File: src/rtl/fpcond_pkg.sv
// Shared widths and encodings for the operand conditioner.
package fpcond_pkg;
    localparam int OP_W      = 64;
    localparam int SP_W      = 32;
    localparam int SP_EXP_W  = 8;
    localparam int SP_FRAC_W = 23;
    localparam int DP_EXP_W  = 11;
    localparam int DP_FRAC_W = 52;
    localparam int N_FMT     = 2;

    typedef enum logic {
        PREC_SINGLE = 1'b0,
        PREC_DOUBLE = 1'b1
    } prec_e;
endpackage

File: src/rtl/fpcond_classify.sv
// Classifies one IEEE-style word as subnormal.
// Assumes the word is {sign, exponent, fraction} with the sign at the top.
module fpcond_classify #(
    parameter int EXP_W  = 8,
    parameter int FRAC_W = 23
) (
    input  logic [EXP_W+FRAC_W:0] word,
    output logic                  is_dnrm
);
    logic [EXP_W-1:0]  exp_f;
    logic [FRAC_W-1:0] frac_f;
    logic              sign_unused;

    // Split the word into its fields and apply the zero-exponent rule.
    always_comb begin
        {sign_unused, exp_f, frac_f} = word;
        is_dnrm = (exp_f == '0) && (frac_f != '0);
    end
endmodule

File: src/rtl/fpcond_flush.sv
// Replaces a subnormal operand by a signed zero when flushing is on.
// Assumes single precision lives in the low 32 bits; upper bits are kept.
module fpcond_flush
    import fpcond_pkg::*;
(
    input  logic [OP_W-1:0] op_in,
    input  prec_e           prec,
    input  logic            is_dnrm,
    input  logic            flush_en,
    output logic [OP_W-1:0] op_out
);
    // Select the pass-through or zeroed value for the chosen format.
    always_comb begin
        op_out = op_in;
        if (flush_en && is_dnrm) begin
            if (prec == PREC_DOUBLE)
                op_out = {op_in[OP_W-1], {(OP_W-1){1'b0}}};
            else
                op_out = {op_in[OP_W-1:SP_W], op_in[SP_W-1], {(SP_W-1){1'b0}}};
        end
    end
endmodule

File: src/rtl/fpcond_csr.sv
// Control/status register with write screening and a sticky flag.
// Assumes an operand-driven flag set takes effect alongside any write.
module fpcond_csr #(
    parameter int CSR_W     = 32,
    parameter int FLAG_BIT  = 1,
    parameter int FLUSH_BIT = 6,
    parameter int MASK_BIT  = 8,
    parameter bit SUPPORTED = 1'b1
) (
    input  logic             clk,
    input  logic             rst_n,
    input  logic             wr_en,
    input  logic [CSR_W-1:0] wr_data,
    input  logic             flag_set,
    output logic [CSR_W-1:0] rd_data,
    output logic [CSR_W-1:0] wmask,
    output logic             fault
);
    localparam logic [CSR_W-1:0] ONE     = {{(CSR_W-1){1'b0}}, 1'b1};
    localparam logic [CSR_W-1:0] FLUSH_M = SUPPORTED ? (ONE << FLUSH_BIT) : '0;
    localparam logic [CSR_W-1:0] WMASK   = (ONE << FLAG_BIT) | (ONE << MASK_BIT) | FLUSH_M;
    localparam logic [CSR_W-1:0] RST_VAL = ONE << MASK_BIT;

    logic [CSR_W-1:0] csr_q;
    logic             fault_q;
    logic             illegal;
    logic [CSR_W-1:0] set_v;

    // Decode write legality and the flag-set vector.
    always_comb begin
        illegal = (wr_data & ~WMASK) != '0;
        set_v   = flag_set ? (ONE << FLAG_BIT) : '0;
    end

    // Register update: legal writes replace, flag sets always OR in.
    always_ff @(posedge clk) begin
        if (!rst_n) begin
            csr_q   <= RST_VAL;
            fault_q <= 1'b0;
        end else begin
            if (wr_en && !illegal)
                csr_q <= (wr_data & WMASK) | set_v;
            else
                csr_q <= csr_q | set_v;
            fault_q <= wr_en && illegal;
        end
    end

    assign rd_data = csr_q;
    assign wmask   = WMASK;
    assign fault   = fault_q;
endmodule

File: src/rtl/fpcond_top.sv
// Subnormal operand conditioner: classify, optionally flush, report.
// Assumes one operand per cycle, conditioned by the current register value.
module fpcond_top
    import fpcond_pkg::*;
#(
    parameter int CSR_W           = 32,
    parameter int FLAG_BIT        = 1,
    parameter int FLUSH_BIT       = 6,
    parameter int MASK_BIT        = 8,
    parameter bit FLUSH_SUPPORTED = 1'b1
) (
    input  logic             clk,
    input  logic             rst_n,
    input  logic             csr_wr_en,
    input  logic [CSR_W-1:0] csr_wr_data,
    output logic [CSR_W-1:0] csr_rd_data,
    output logic [CSR_W-1:0] csr_wmask,
    output logic             csr_fault,
    input  logic             op_valid,
    input  logic             op_dp,
    input  logic [OP_W-1:0]  op_in,
    output logic [OP_W-1:0]  op_out,
    output logic             op_is_dnrm,
    output logic             dnrm_exc_req
);
    logic [N_FMT-1:0] dn_v;
    prec_e            prec;
    logic             flush_en;
    logic             flag_set;

    // One classifier per supported format.
    for (genvar f = 0; f < N_FMT; f++) begin : g_cls
        localparam int EW = (f == 1) ? DP_EXP_W  : SP_EXP_W;
        localparam int FW = (f == 1) ? DP_FRAC_W : SP_FRAC_W;
        fpcond_classify #(.EXP_W(EW), .FRAC_W(FW)) u_cls (
            .word    (op_in[EW+FW:0]),
            .is_dnrm (dn_v[f])
        );
    end

    // Pick the classification and derive flag and exception requests.
    always_comb begin
        prec         = prec_e'(op_dp);
        op_is_dnrm   = (prec == PREC_DOUBLE) ? dn_v[1] : dn_v[0];
        flush_en     = csr_rd_data[FLUSH_BIT];
        flag_set     = op_valid && op_is_dnrm && !flush_en;
        dnrm_exc_req = flag_set && !csr_rd_data[MASK_BIT];
    end

    fpcond_flush u_flush (
        .op_in    (op_in),
        .prec     (prec),
        .is_dnrm  (op_is_dnrm),
        .flush_en (flush_en),
        .op_out   (op_out)
    );

    fpcond_csr #(
        .CSR_W     (CSR_W),
        .FLAG_BIT  (FLAG_BIT),
        .FLUSH_BIT (FLUSH_BIT),
        .MASK_BIT  (MASK_BIT),
        .SUPPORTED (FLUSH_SUPPORTED)
    ) u_csr (
        .clk      (clk),
        .rst_n    (rst_n),
        .wr_en    (csr_wr_en),
        .wr_data  (csr_wr_data),
        .flag_set (flag_set),
        .rd_data  (csr_rd_data),
        .wmask    (csr_wmask),
        .fault    (csr_fault)
    );
endmodule

File: config.mk
export PLATFORM = sky130hd
export DESIGN_NAME = fpcond_top
export DESIGN_NICKNAME = d
export VERILOG_FILES = /design/src/rtl/fpcond_pkg.sv /design/src/rtl/fpcond_classify.sv /design/src/rtl/fpcond_flush.sv /design/src/rtl/fpcond_csr.sv /design/src/rtl/fpcond_top.sv
export SDC_FILE = /design/constraint.sdc
export NUM_CORES = 1
export LEC_CHECK = 0
export BUFFER_PORTS_ARGS = -buffer_cell sky130_fd_sc_hd__buf_4
export CAP_MARGIN = 5
export CORE_AREA = 2 2 91 93
export CTS_BUF_LIST = sky130_fd_sc_hd__clkbuf_16
export DETAILED_ROUTE_END_ITERATION = 7
export DIE_AREA = 0 0 93 95
export SYNTH_ARGS = -nofsm -noshare
export SYNTH_HDL_FRONTEND = slang
export SYNTH_SLANG_ARGS = --single-unit
File: constraint.sdc
create_clock -name clk -period 1.6 [get_ports clk]
set_clock_uncertainty 0.1 [all_clocks]
set_input_delay 0.08 -clock clk [delete_from_list [all_inputs] [get_ports clk]]
set_output_delay 0.08 -clock clk [all_outputs]
set_load 0.005 [all_outputs]
==> results.txt <==
- After layout, the worst setup slack is -180 ps.
- Critical Path Start Type: primary input
* Clk Tree Root Cell: sky130_fd_sc_hd__clkbuf_16
- The cell count after synthesis came out at ~190.
- Net switching is 25.7% of the power.
- Net Switching: 0.270 mW
* Wire length after detailed routing: about 5400 um
- Area grow syn2layout: 135%
* Flop pwr share: under 10%
* TritonCTS clock tree: built
- Number of nets in the layout: around 470
- The initialized floorplan defines 33 standard-cell rows.
- The flow ran to the end, but the final reports show violations.
- Highest achievable clock rate: between 0.5 and 0.6 GHz
* Die ar.: about 8800 sq um
* Crit-path max cell delay: around 270 ps
- Count of H-tree levels built during CTS: 1
- For the worst setup path, the data required time is approximately 1400 ps.
- Once layout is complete, the cells apart from fillers number roughly 470.
- In this run the power density over the cells is between 300 and 400 nW/um^2.
- Count of placed standard cells including taps: between 400 and 500
- In this run the vertical extent of the chip is about 95 um.
- Final Hold Fails: 0
- STA classifies the critical path endpoint as a primary output.
- For this design the static power due to leakage is between 1.5 and 2 nW.
* Final global-route overflow total: 0
* Post-route ant nets: 0
* Global-route usage over all layers: approximately a tenth
- Starting DRT DRC Count: 27
* Number of sinks on the clock net: 4
- The number of antenna violations at the first check in global routing came to 0.
- Cell internal power was estimated by the tool at about 0.78 mW.
* Unrepaired setup endpoints after global routing: true
- Wire length of the first global-routing pass: between 7000 and 8000 um
- The number of pins with negative max-slew slack in the final report is 0.
- Clock network fraction of design power: between 30% and 40%
* Antenna fix cells: 0
* # setup viols final: 53
* Number of distinct standard cells referenced by the synthesized netlist: 27
* Per-cell routed wire length: roughly 11 um
- Grouping stages by cell kind, the critical path spends the most delay in buffers and inverters.
* Clk slew on worst S/H paths: 30 ps
- Top cells by area in the synthesized netlist: sky130_fd_sc_hd__buf_4 35%, sky130_fd_sc_hd__nor2b_1 15%, sky130_fd_sc_hd__a21boi_0 9.0%
- Entering global routing, the biggest net connects 23 pins.
* Area inside the core boundary: just under 8000 sq um
* Share of cells above drive strength 1: between 60% and 70%
- The finished cells cover about 3100 sq um.
- For this run, the number of Yosys warnings is 0.
* Setup TNS: -6910 ps
- The count of buffers added on input and output ports is ~170.
- Ordered cell list for the critical path: buf_8 -> nor4_4 -> nand3_2 -> o21bai_4 -> a21boi_4 -> buf_6 -> buf_12 -> a21boi_1 -> buf_4
* Minimum hold slack: between 10 and 15 ps
* Horizontal extent of the die: approximately 93 um
- Dividing the synthesized area by the synthesized cell count gives between 7 and 8 sq um.
* Max rail drop VDD: 0.428 mV
* Number of vias per cell: roughly 3.8
- The share of synthesized area in the top cell type comes to a little over a third.
- Violated checks: negative setup slack
- Routability-driven placement finished with a final weighted congestion of just under 0.7.
* Starting utilization of the core area: around 17%
- The worst setup path is of the primary input to primary output kind.
- Min-delay worst type: primary input to flop
- The smallest clock period supported by the final layout is computed as ~1800 ps.
- Among all stages on the critical path, the largest delay is contributed by sky130_fd_sc_hd__nor4_4.
- TritonCTS Buffers: 3
- Relative contribution of combinational cells to total power: around 53%
- Clock Latency Late Sink: about 220 ps
* Cell type with the largest total area after synthesis: sky130_fd_sc_hd__buf_4
- After detailed routing, the number of remaining DRC violations is 0.
- Via count: roughly 1,800
- Largest driver fanout on the critical path: 16
- Arrival time reported for the critical path endpoint: 1600 ps
- Post-Place Cell Area: 2560 sq um
- The tool flagged a number of max-cap violations equal to 0.
- OpenSTA, run right after detailed placement, puts the worst setup slack at -303 ps.
* Total standard cell area after synthesis: 1330 sq um
* Share of the yosys chip area belonging to registers: 6.01%
- Buffer depth of the longest clock path: 2
- The number of buffers and inverters on the critical path is 4.
* Final critical-path share of the clock period: 111%
- The synthesized design contains 4 register bits.
- Count of TritonRoute iterations in the first routing pass: 4
- During I/O placement, the number of pins put on the boundary was around 230.
* Number of global-route vias before repair: around 1,600
- The wire-length estimate of the detail-placed layout is approximately 4500 um.
==> sequential cells by signal, indices dropped and copies added (netlist names) <==
signal	count
u_csr.fault	1
u_csr.rd_data	3
==> power groups by stage <==
stage | combinational [mW] | sequential [mW] | clock, mW
after floorplan | 0.236 | 0.104 | 0
after global placement | 0.472 | 0.104 | 0
after detailed placement | 0.476 | 0.103 | 0
after CTS | 0.532 | 0.102 | 0.394
after global routing | 0.610 | 0.102 | 0.404
final | 0.561 | 0.102 | 0.387
==> area by class of cell <==
cell class                 instances  area, sq um
multi-input combinational        163         1220
clock buffer                       3         75.1
sequential                         4         80.1
fill                             809         4790
tap                              105          131
timing repair buffer             194         1630
==> cells by family after synthesis <==
logic type	share of synthesized area [%]
AO/OA/AOI/OAI	15.9
buffers and inverters	41.0
other	0.564
AND/OR/NAND/NOR	33.9
flip-flops	6.01
multiplexers	2.63
==> synthesized netlist by cell type (all sizes together) <==
cell     number
a21boi       22
a21oi         1
buf          68
clkbuf       13
conb          2
dfxtp         4
mux2          1
mux2i         2
nand2         5
nand2b        2
nand3         1
nand3b        1
nand4         4
nor2          2
nor2b        33
nor3          3
nor4         19
nor4b         1
o21a          1
o21bai        1
o2bb2ai       1
o311a         1
or4           1
==> layer usage <==
| metal | vias to the layer above | global-route usage (%) | wire (um) |
|---|---|---|---|
| met2 | 125 | 20.1 | 2910 |
| li1 | 866 | - | - |
| met5 | - | 0 | 0 |
| met4 | 0 | 1.10 | 0 |
| met3 | 0 | 2.39 | 553 |
| met1 | 797 | 12.2 | 1930 |
==> worst paths after layout <==
kind	cells past startpoint	startpoint	slack [ps]	endpoint
setup / recovery	9	op_in[62]	-180	op_out[40]
hold / removal	2	csr_wr_en	10	u_csr.fault
setup reg to reg	3	u_csr.rd_data[6]	650	u_csr.rd_data[1]
hold reg to reg	2	u_csr.rd_data[8]	420	u_csr.rd_data[8]
==> timing repair <==
item                                    in CTS  in global routing
buffers inserted                             3                  1
cloned                                       3                  0
gates resized for setup                     60                 35
endpoints found under the hold margin        2                  0
endpoints found under the setup margin      53                 56
hold buffers                                 2                  0
pin swaps                                   12                 12
==> layout by cell type (no fill, tap or decap), types with 3 or more instances in the layout <==
master	n
sky130_fd_sc_hd__nand4_1	4
sky130_fd_sc_hd__nor2b_4	10
sky130_fd_sc_hd__buf_6	25
sky130_fd_sc_hd__a21boi_1	12
sky130_fd_sc_hd__nor4_2	4
sky130_fd_sc_hd__nor4_4	7
sky130_fd_sc_hd__dfxtp_1	4
sky130_fd_sc_hd__nor3_1	3
sky130_fd_sc_hd__clkbuf_16	3
sky130_fd_sc_hd__nor2b_1	23
sky130_fd_sc_hd__nand2_1	5
sky130_fd_sc_hd__conb_1	61
sky130_fd_sc_hd__a21boi_2	9
sky130_fd_sc_hd__nor4_1	8
sky130_fd_sc_hd__buf_4	160
==> metrics by stage <==
stage,utilization [%],total power [mW]
global route,39.6,1.12
CTS,37.6,1.03
finish,39.6,1.05
floorplan,-,0.340
detailed placement,32.3,0.580
global placement,32.3,0.576
No activity file was read; power rests on OpenSTA's default activity.
